==> src/rtl/lcdseq_pkg.sv <==
package lcdseq_pkg;

    localparam int NPIN     = 8;   // common / shared pins
    localparam int NCOM_MIN = 4;   // pins that are always commons
    localparam int NSHARED  = NPIN - NCOM_MIN;
    localparam int BASE_HZ  = 80;  // slow frame rate
    localparam int LVLW     = 3;

    typedef logic [LVLW-1:0] lvl_t;

    typedef enum logic [1:0] {
        BLK_OFF    = 2'b00,
        BLK_2HZ    = 2'b01,
        BLK_1HZ    = 2'b10,
        BLK_HALFHZ = 2'b11
    } blink_e;

    typedef enum logic [1:0] {
        ROLE_SEL,
        ROLE_UNSEL,
        ROLE_ON,
        ROLE_OFF
    } role_e;

    // Level index (drop from the top rail in steps of Vop/B) for a pin role.
    function automatic lvl_t role_level(role_e role, logic bias4, logic odd);
        lvl_t top_k;
        lvl_t k;
        top_k = bias4 ? lvl_t'(4) : lvl_t'(3);
        unique case (role)
            ROLE_SEL:   k = '0;
            ROLE_UNSEL: k = top_k - lvl_t'(1);
            ROLE_ON:    k = top_k;
            default:    k = bias4 ? lvl_t'(2) : lvl_t'(1);
        endcase
        return odd ? (top_k - k) : k;
    endfunction

endpackage

==> src/rtl/lcdseq_phase_timer.sv <==
module lcdseq_phase_timer
    import lcdseq_pkg::*;
#(
    parameter int TICK_HZ = 32000
) (
    input  logic       clk,
    input  logic       rst,
    input  logic       run,
    input  logic       tick,
    input  logic       duty8,
    input  logic       fast,
    output logic [2:0] com_idx,
    output logic       odd,
    output logic       adv
);
    localparam int LEN_4S = TICK_HZ / (BASE_HZ * 4);
    localparam int LEN_8S = TICK_HZ / (BASE_HZ * 8);
    localparam int LEN_4F = LEN_4S / 2;
    localparam int LEN_8F = LEN_8S / 2;
    localparam int CW     = $clog2(LEN_4S + 1);

    logic [CW-1:0] tcnt;
    logic [CW-1:0] len;
    logic          last_tick;
    logic          last_com;

    always_comb begin
        unique case ({duty8, fast})
            2'b00:   len = CW'(LEN_4S);
            2'b01:   len = CW'(LEN_4F);
            2'b10:   len = CW'(LEN_8S);
            default: len = CW'(LEN_8F);
        endcase
        last_tick = (tcnt >= len - CW'(1));
        last_com  = duty8 ? (com_idx == 3'd7) : (com_idx >= 3'd3);
        adv       = run && tick && last_tick;
    end

    always_ff @(posedge clk) begin
        if (rst || !run) begin
            tcnt    <= '0;
            com_idx <= '0;
            odd     <= 1'b0;
        end else if (tick) begin
            if (last_tick) begin
                tcnt    <= '0;
                com_idx <= last_com ? 3'd0 : com_idx + 3'd1;
                if (last_com) odd <= ~odd;
            end else begin
                tcnt <= tcnt + CW'(1);
            end
        end
    end

    AST_STOP_CLEARS: assert property (@(posedge clk) disable iff (rst)
        !run |=> (tcnt == '0 && com_idx == 3'd0 && !odd));
    AST_PHASE_WRAP: assert property (@(posedge clk) disable iff (rst)
        adv |=> (tcnt == '0));
    AST_FRAME_FLIP: assert property (@(posedge clk) disable iff (rst)
        (adv && last_com) |=> (odd != $past(odd)));

endmodule

==> src/rtl/lcdseq_blinker.sv <==
module lcdseq_blinker
    import lcdseq_pkg::*;
#(
    parameter int TICK_HZ = 32000
) (
    input  logic   clk,
    input  logic   rst,
    input  logic   run,
    input  logic   tick,
    input  blink_e sel,
    output logic   blank
);
    localparam int BW = $clog2(TICK_HZ + 1);

    logic [BW-1:0] cnt;
    logic [BW-1:0] half;

    always_comb begin
        unique case (sel)
            BLK_2HZ: half = BW'(TICK_HZ / 4);
            BLK_1HZ: half = BW'(TICK_HZ / 2);
            default: half = BW'(TICK_HZ);
        endcase
    end

    always_ff @(posedge clk) begin
        if (rst || !run || sel == BLK_OFF) begin
            cnt   <= '0;
            blank <= 1'b0;
        end else if (tick) begin
            if (cnt >= half - BW'(1)) begin
                cnt   <= '0;
                blank <= ~blank;
            end else begin
                cnt <= cnt + BW'(1);
            end
        end
    end

    AST_BLINK_OFF: assert property (@(posedge clk) disable iff (rst)
        (sel == BLK_OFF) |=> !blank);

endmodule

==> src/rtl/lcdseq_col_fetch.sv <==
module lcdseq_col_fetch #(
    parameter int NADDR = 56,
    localparam int AW   = $clog2(NADDR)
) (
    input  logic             clk,
    input  logic             rst,
    input  logic             run,
    input  logic             adv,
    input  logic [2:0]       com_idx,
    input  logic             odd,
    input  logic [7:0]       rdata,
    output logic [AW-1:0]    addr,
    output logic [NADDR-1:0] bits,
    output logic [2:0]       sh_com,
    output logic             sh_odd,
    output logic             valid
);
    logic             busy;
    logic             done;
    logic [AW-1:0]    ptr;
    logic [NADDR-1:0] stage;

    assign addr = ptr;

    always_ff @(posedge clk) begin
        if (rst || !run) begin
            busy   <= 1'b0;
            done   <= 1'b0;
            ptr    <= '0;
            stage  <= '0;
            bits   <= '0;
            sh_com <= '0;
            sh_odd <= 1'b0;
            valid  <= 1'b0;
        end else begin
            done <= 1'b0;
            if (busy) begin
                stage[ptr] <= rdata[com_idx];
                if (ptr == AW'(NADDR - 1)) begin
                    busy <= 1'b0;
                    done <= 1'b1;
                end else begin
                    ptr <= ptr + AW'(1);
                end
            end else if (adv || (!valid && !done)) begin
                busy <= 1'b1;
                ptr  <= '0;
            end
            if (done) begin
                bits   <= stage;
                sh_com <= com_idx;
                sh_odd <= odd;
                valid  <= 1'b1;
            end
        end
    end

    AST_SCAN_BOUND: assert property (@(posedge clk) disable iff (rst)
        busy |-> (ptr < AW'(NADDR)));
    AST_COMMIT_FOLLOWS: assert property (@(posedge clk) disable iff (rst)
        (done && run) |=> valid);

endmodule

==> src/rtl/lcd_mux_sequencer.sv <==
module lcd_mux_sequencer
    import lcdseq_pkg::*;
#(
    parameter int TICK_HZ = 32000,
    parameter int NSEG    = 52,
    localparam int NADDR  = NSEG + NSHARED,
    localparam int AW     = $clog2(NADDR)
) (
    input  logic                       clk,
    input  logic                       rst,
    input  logic                       tick,
    input  logic                       sys_on,
    input  logic                       disp_on,
    input  logic                       duty8,
    input  logic                       bias4,
    input  logic                       rate_fast,
    input  logic [1:0]                 blink_sel,
    output logic [AW-1:0]              ram_addr,
    input  logic [7:0]                 ram_rdata,
    output logic [NPIN-1:0][LVLW-1:0]  cpin_lvl,
    output logic [NSEG-1:0][LVLW-1:0]  seg_lvl
);
    logic [2:0]       com_idx;
    logic             odd;
    logic             adv;
    logic             blank;
    logic [NADDR-1:0] bits;
    logic [2:0]       sh_com;
    logic             sh_odd;
    logic             valid;
    logic             show;

    lcdseq_phase_timer #(.TICK_HZ(TICK_HZ)) u_timer (
        .clk(clk), .rst(rst), .run(sys_on), .tick(tick),
        .duty8(duty8), .fast(rate_fast),
        .com_idx(com_idx), .odd(odd), .adv(adv)
    );

    lcdseq_blinker #(.TICK_HZ(TICK_HZ)) u_blink (
        .clk(clk), .rst(rst), .run(sys_on), .tick(tick),
        .sel(blink_e'(blink_sel)), .blank(blank)
    );

    lcdseq_col_fetch #(.NADDR(NADDR)) u_fetch (
        .clk(clk), .rst(rst), .run(sys_on), .adv(adv),
        .com_idx(com_idx), .odd(odd), .rdata(ram_rdata),
        .addr(ram_addr), .bits(bits),
        .sh_com(sh_com), .sh_odd(sh_odd), .valid(valid)
    );

    assign show = sys_on && disp_on && valid;

    for (genvar p = 0; p < NPIN; p++) begin : g_pin
        role_e role;
        if (p < NCOM_MIN) begin : g_fixed
            assign role = (sh_com == 3'(p)) ? ROLE_SEL : ROLE_UNSEL;
        end else begin : g_shared
            logic on_bit;
            assign on_bit = bits[NSEG + p - NCOM_MIN] & ~blank;
            assign role   = duty8 ? ((sh_com == 3'(p)) ? ROLE_SEL : ROLE_UNSEL)
                                  : (on_bit ? ROLE_ON : ROLE_OFF);
        end
        assign cpin_lvl[p] = show ? role_level(role, bias4, sh_odd) : '0;

        AST_CODE_CEIL: assert property (@(posedge clk) disable iff (rst)
            show |-> (cpin_lvl[p] <= (bias4 ? 3'd4 : 3'd3)));
    end

    for (genvar i = 0; i < NSEG; i++) begin : g_seg
        logic on_bit;
        assign on_bit     = bits[i] & ~blank;
        assign seg_lvl[i] = show ? role_level(on_bit ? ROLE_ON : ROLE_OFF, bias4, sh_odd) : '0;
    end

    AST_DARK_WHEN_OFF: assert property (@(posedge clk) disable iff (rst)
        !(sys_on && disp_on) |-> (cpin_lvl == '0 && seg_lvl == '0));

endmodule

==> config.mk <==
export PLATFORM = sky130hd
export DESIGN_NAME = lcd_mux_sequencer
export DESIGN_NICKNAME = d
export VERILOG_FILES = /design/src/rtl/lcdseq_pkg.sv /design/src/rtl/lcdseq_phase_timer.sv /design/src/rtl/lcdseq_blinker.sv /design/src/rtl/lcdseq_col_fetch.sv /design/src/rtl/lcd_mux_sequencer.sv
export SDC_FILE = /design/constraint.sdc
export NUM_CORES = 1
export LEC_CHECK = 0
export ABC_AREA = 0
export BUFFER_PORTS_ARGS = -buffer_cell sky130_fd_sc_hd__buf_2
export CAP_MARGIN = 0
export CORE_UTILIZATION = 45
export CTS_CLUSTER_DIAMETER = 100
export DETAILED_ROUTE_END_ITERATION = 6
export PLACE_DENSITY = 0.63
export SLEW_MARGIN = 20
export SYNTH_ARGS = -nofsm -noshare
export SYNTH_HDL_FRONTEND = slang
export SYNTH_HIERARCHICAL = 1
export SYNTH_SLANG_ARGS = --single-unit
==> constraint.sdc <==
create_clock -name clk -period 6.6 [get_ports clk]
set_input_delay 1.32 -clock clk [delete_from_list [all_inputs] [get_ports clk]]
set_output_delay 1.32 -clock clk [all_outputs]
set_load 0.02 [all_outputs]
==> Yosys cells after proc, flatten, opt, wreduce, memory -nomap -nowiden <==
Index checks and enable logic that the tools add are counted.
{ "word_totals": {"elab_cells": 629, "out_inout_bits": 186, "romBits": 0, "n_memories": 0, "latch_bits": 0, "ramBits": 0, "regBits": 152, "inputBits": 18} }
{ "op_classes": {"n_div": 0, "multipliers": 0, "n_mux": 268, "add_sub_neg": 67, "reduce_logical": 82, "shift": 0, "n_eq_ne": 134, "order_cmp": 6, "bitwise": 59} }
{ "ops": {"columns": ["operator", "n"], "rows": [
  ["$pmux 3 s3", 60],
  ["$mux 3", 122],
  ["$sub 3x3->3", 60],
  ["$logic_not 2->1", 62],
  ["$eq 2x1->1 const B", 58],
  ["$eq 2x2->1 const B", 58],
  ["$mux 1", 71],
  ["$and 1x1->1", 56],
  ["$bwmux 56", 1],
  ["$pmux 15 s2", 1],
  ["$mux 6", 3],
  ["$add 15x1->15 const B", 1],
  ["$eq 3x3->1 const B", 5],
  ["$ge 15x15->1", 1],
  ["$mux 15", 1],
  ["$sub 15x1->15 const B", 1],
  ["$pmux 7 s2", 1],
  ["$mux 2", 5],
  ["$eq 1x2->1 const B", 4],
  ["$add 7x1->7 const B", 1],
  ["$ge 7x7->1", 1],
  ["$lt 6x7->1 const B", 1],
  ["$mux 7", 1],
  ["$sub 7x1->7 const B", 1],
  ["other kinds (22)", 40]
]} }

==> Logic depth before layout (Yosys ltp) <==
{ "depth": {"ltp_word": 9, "depth_mapped": 11} }

==> By module <==
The synthesis kept the hierarchy.
{ "modules_own_cells": {"columns": ["mod", "instances", "cells_each", "seq_area_each_um2", "area_each_um2"], "rows": [
  ["lcd_mux_sequencer", 1, 733, 0.0, 5841.9],
  ["lcdseq_col_fetch", 1, 501, 2502.4, 5121.2],
  ["lcdseq_blinker", 1, 113, 320.3, 983.4],
  ["lcdseq_phase_timer", 1, 79, 220.2, 689.4]
]} }

==> Worst setup path before layout <==
No wires, ideal clock.
{ "synth_path": {"path_type": "input -> output", "from": "input sys_on", "to": "output seg_lvl[102] (netlist bit)", "path_slack_ns": 0.034, "required_ns": 5.280, "path_stages": 4, "t_arrival_ns": 5.246, "cell_sequence": "nand3_1 -> clkbuf_1 -> nor3_1 -> buf_4"} }
{ "synth_rtl": {"columns": ["element", "line", "source"], "rows": [
  ["from (decl)", "lcd_mux_sequencer.sv:12", "input logic sys_on,"],
  ["to (decl)", "lcd_mux_sequencer.sv:21", "output logic [NSEG-1:0][LVLW-1:0] seg_lvl"]
]} }

==> flow_summary.yaml <==
setup_path:
  rr_startpoint: "u_timer/tcnt[0]"
  worst_path_max_delay_cell: "buf_6"
  critPathCaptureType: "output pin"
  r2r_cells: 9
  regToRegSetupSlack_ps: 3730
  cp.buffers_inverters: 3
  worstPathArrival_ps: 3570
  r2r-end: "u_fetch/addr[5]"
  critPathMaxFanout: 83
  start_kind: "primary input"
  criticalPathCategory: "in2out"
  crit_required_ps: 5280
  cpPeakStageDelay_ps: 490
  crit_chain: "buf_6 -> nand2_2 -> o21ai_2 -> ha_1 -> inv_1 -> fa_1 -> a211o_1 -> a31oi_1 -> buf_2"
  crit_family: "buffers and inverters"
global_routing:
  grt_remaining_overflow: 0
  grt_pass1_vias: 8626
  grt_max_degree: 94
  antenna_found_initial: 0
  grtUsageTotal_pct: 19.7
  grt_pass1_wl_um: 45600
sta:
  hold_violations: 0
  timing.final.ws_setup_ps: 1710
  min_period_ps: 4890
  skew_ps: 8.15
  setup_viol: 0
  worstMarginPinSlew_ps: 1100
  rsz0062_at_grt: "false"
  finalCritPeriodShare_pct: 74.1
  slew_headroom_pct: 26.7
  max_freq_ghz: 0.204
  final_max_slew_viol_count: 0
  finalSetupTns_ps: 0
synth:
  synthCells: 1426
  yosys_warnings: 6
  syn_avg_cell_area_um2: 8.86
  synth-main-ff-cell: "dfxtp_1"
  synth.ff_latch_count: 152
  synth_edf_count: 0
  seq_area_frac_synth_pct: 24.1
  async_reset_ff_share_pct: 0
  syn-cell-area_mm2: 0.0126
  syn_nets: 1632
  yosysUniqueCellTypes: 73
placement:
  port_buffers: 203
  place_ws_ps: 1710
  hpwl_um: 20400
  gp_congestion: 0.829
die:
  fp.dieArea_mm2: 0.0288
  boundaryPins: 204
  start_util_pct: 46.4
  die_x_um: 170
  chipHeight_um: 170
  rows: 60
  fp.coreArea_mm2: 0.0273
hold_path:
  hold_path.startpoint: "u_fetch/stage[16]"
  min_to: "u_fetch/stage[16]"
  hold_path_depth: 2
  hp-class: "reg2reg"
cells_and_area:
  multi_input_area_mm2: 0.00844
  drive_gt1_share_pct: 23.8
  most-common-layout-cells: "202 x buf_2, 190 x nor2_1, 184 x ha_1"
  antenna_cells: 0
  final_nets: 1721
  syn_to_final_growth_pct: 10.2
  fill_cells: 2579
  final-seq-area_mm2: 0.00305
  final_common_cell: "buf_2"
route:
  via_per_inst: 5.10
  first_iter_violations: 631
  wire_per_inst_um: 14.9
  dr_total_vias: 9682
  drtAntennaViolNets: 0
  drcViolationCount: 0
  drt-total-wl_um: 28400
  firstDrtPassIters: 5
clocking:
  cts_max_path_buffers: 2
  cts-hold-fix-buffers: 0
  cts_tree: "built"
  clock-sinks: 152
  cts-resized-gates: 0
  cts_htree_levels: 4
  clk_latency_ps: 420
  clk_pin_slew_ps: 60
  root_buffer: "clkbuf_16"
  cts_buffers: 17
  cts_post_setup_buffers_inserted: 0
power:
  peakVddDrop_uv: 192
  power_density_mw_per_mm2: 147
  p_leak_nw: 6.13
run_status:
  outcome: "finished clean"
run:
  drv_cap: 0
## worst register-to-register path: stages, from the launching register on
cell	delay [ps]
dfxtp_1	390
inv_1	60
ha_1	260
nand2b_1	140
a2111oi_0	420
o22a_1	400
nor2b_1	120
o32ai_1	620
o21ai_0	220
a21oi_1	160
## Yosys cell counts (5+ instances only)
library cell | n | area share [%]
a32o_1 | 27 | 2.1
nand4_1 | 11 | 0.54
xor2_2 | 25 | 3.2
nor2_2 | 25 | 1.2
inv_1 | 69 | 2.0
buf_12 | 5 | 0.79
buf_1 | 16 | 0.48
nor3_1 | 15 | 0.59
dfxtp_1 | 152 | 24
a21oi_1 | 18 | 0.71
and3_1 | 6 | 0.30
xor2_1 | 37 | 2.6
nand3_1 | 51 | 2.0
ha_1 | 184 | 18
xnor2_1 | 64 | 4.4
o21ai_2 | 5 | 0.35
a211oi_1 | 59 | 3.5
nor2b_1 | 9 | 0.45
o21ai_0 | 18 | 0.71
mux2i_1 | 64 | 5.1
nand2_1 | 79 | 2.3
nor3b_1 | 7 | 0.42
buf_4 | 57 | 3.4
clkbuf_1 | 43 | 1.3
buf_6 | 7 | 0.62
nand2b_1 | 63 | 3.1
buf_2 | 19 | 0.75
o31ai_2 | 27 | 2.7
nor2_1 | 190 | 5.6
## worst max-delay path by stage
stage            from           end  slack [ps]  cells past startpoint
2_1_floorplan  sys_on  seg_lvl[102]          30                      4
3_3_place_gp    bias4  cpin_lvl[20]        1740                     10
3_5_place_dp    bias4  cpin_lvl[23]        1710                      9
4_1_cts         bias4  cpin_lvl[23]        1710                      9
5_1_grt         bias4  cpin_lvl[14]        1550                     10
6_report        bias4  cpin_lvl[23]        1710                      9
## state kept, by name, summed over array words and instances, names as in the netlist
name / cells
u_fetch/sh_com: 3
u_timer/tcnt: 7
u_fetch/addr: 6
u_fetch/valid: 1
u_blink/blank: 1
u_blink/cnt: 15
u_fetch/stage: 56
u_timer/odd: 1
u_fetch/busy: 1
u_fetch/sh_odd: 1
u_fetch/done: 1
u_timer/com_idx: 3
u_fetch/bits: 56
## metrics by stage
stage	instances	utilization, %	cell area, µm²	power, mW	hold WS (ps)
after global placement	1868	49.0	13300	1.13	470
after floorplan	1426	-	12600	1.09	445
after CTS	1900	51.1	13900	2.06	481
after detailed placement	1868	49.0	13400	1.14	472
after global routing	1900	51.1	13900	2.12	496
final	1900	51.1	13900	2.04	479
## logic make-up (layout without fill, tap and decap cells)
logic type               Yosys count  after routing  synth area share [%]
AND/OR/NAND/NOR                  491            491                  19.6
buffers and inverters            218            320                  9.51
adder cells (fa/ha/maj)          188            188                  18.9
AO/OA/AOI/OAI                    183            183                  12.3
flip-flops                       152            152                  24.1
XOR/XNOR                         126            126                  10.2
multiplexers                      67             67                  5.37
other                              1              1                0.0297
## power breakdown
| group | total [mW] | switching [mW] | internal, mW |
|---|---|---|---|
| clock | 0.929 | 0.364 | 0.565 |
| combinational | 0.192 | 0.115 | 0.0769 |
| sequential | 0.921 | 0.00288 | 0.918 |
## area by class of cell
type	instances	area share [%]
Tap cell	372	3.34
Inverter	70	1.89
Clock buffer	24	3.60
Clock inverter	8	0.494
Sequential cell	152	21.9
Timing Repair Buffer	218	8.17
Multi-Input combinational cell	1056	60.6
## routing by layer
layer	global-route usage [%]	vias to the layer above	share of wire, %
met5	0	-	0
met3	2.64	15	3.7
met4	4.58	0	0.80
met1	29.1	4528	52
li1	-	4924	-
met2	30.1	215	43
No activity file was read; power rests on OpenSTA's default activity.
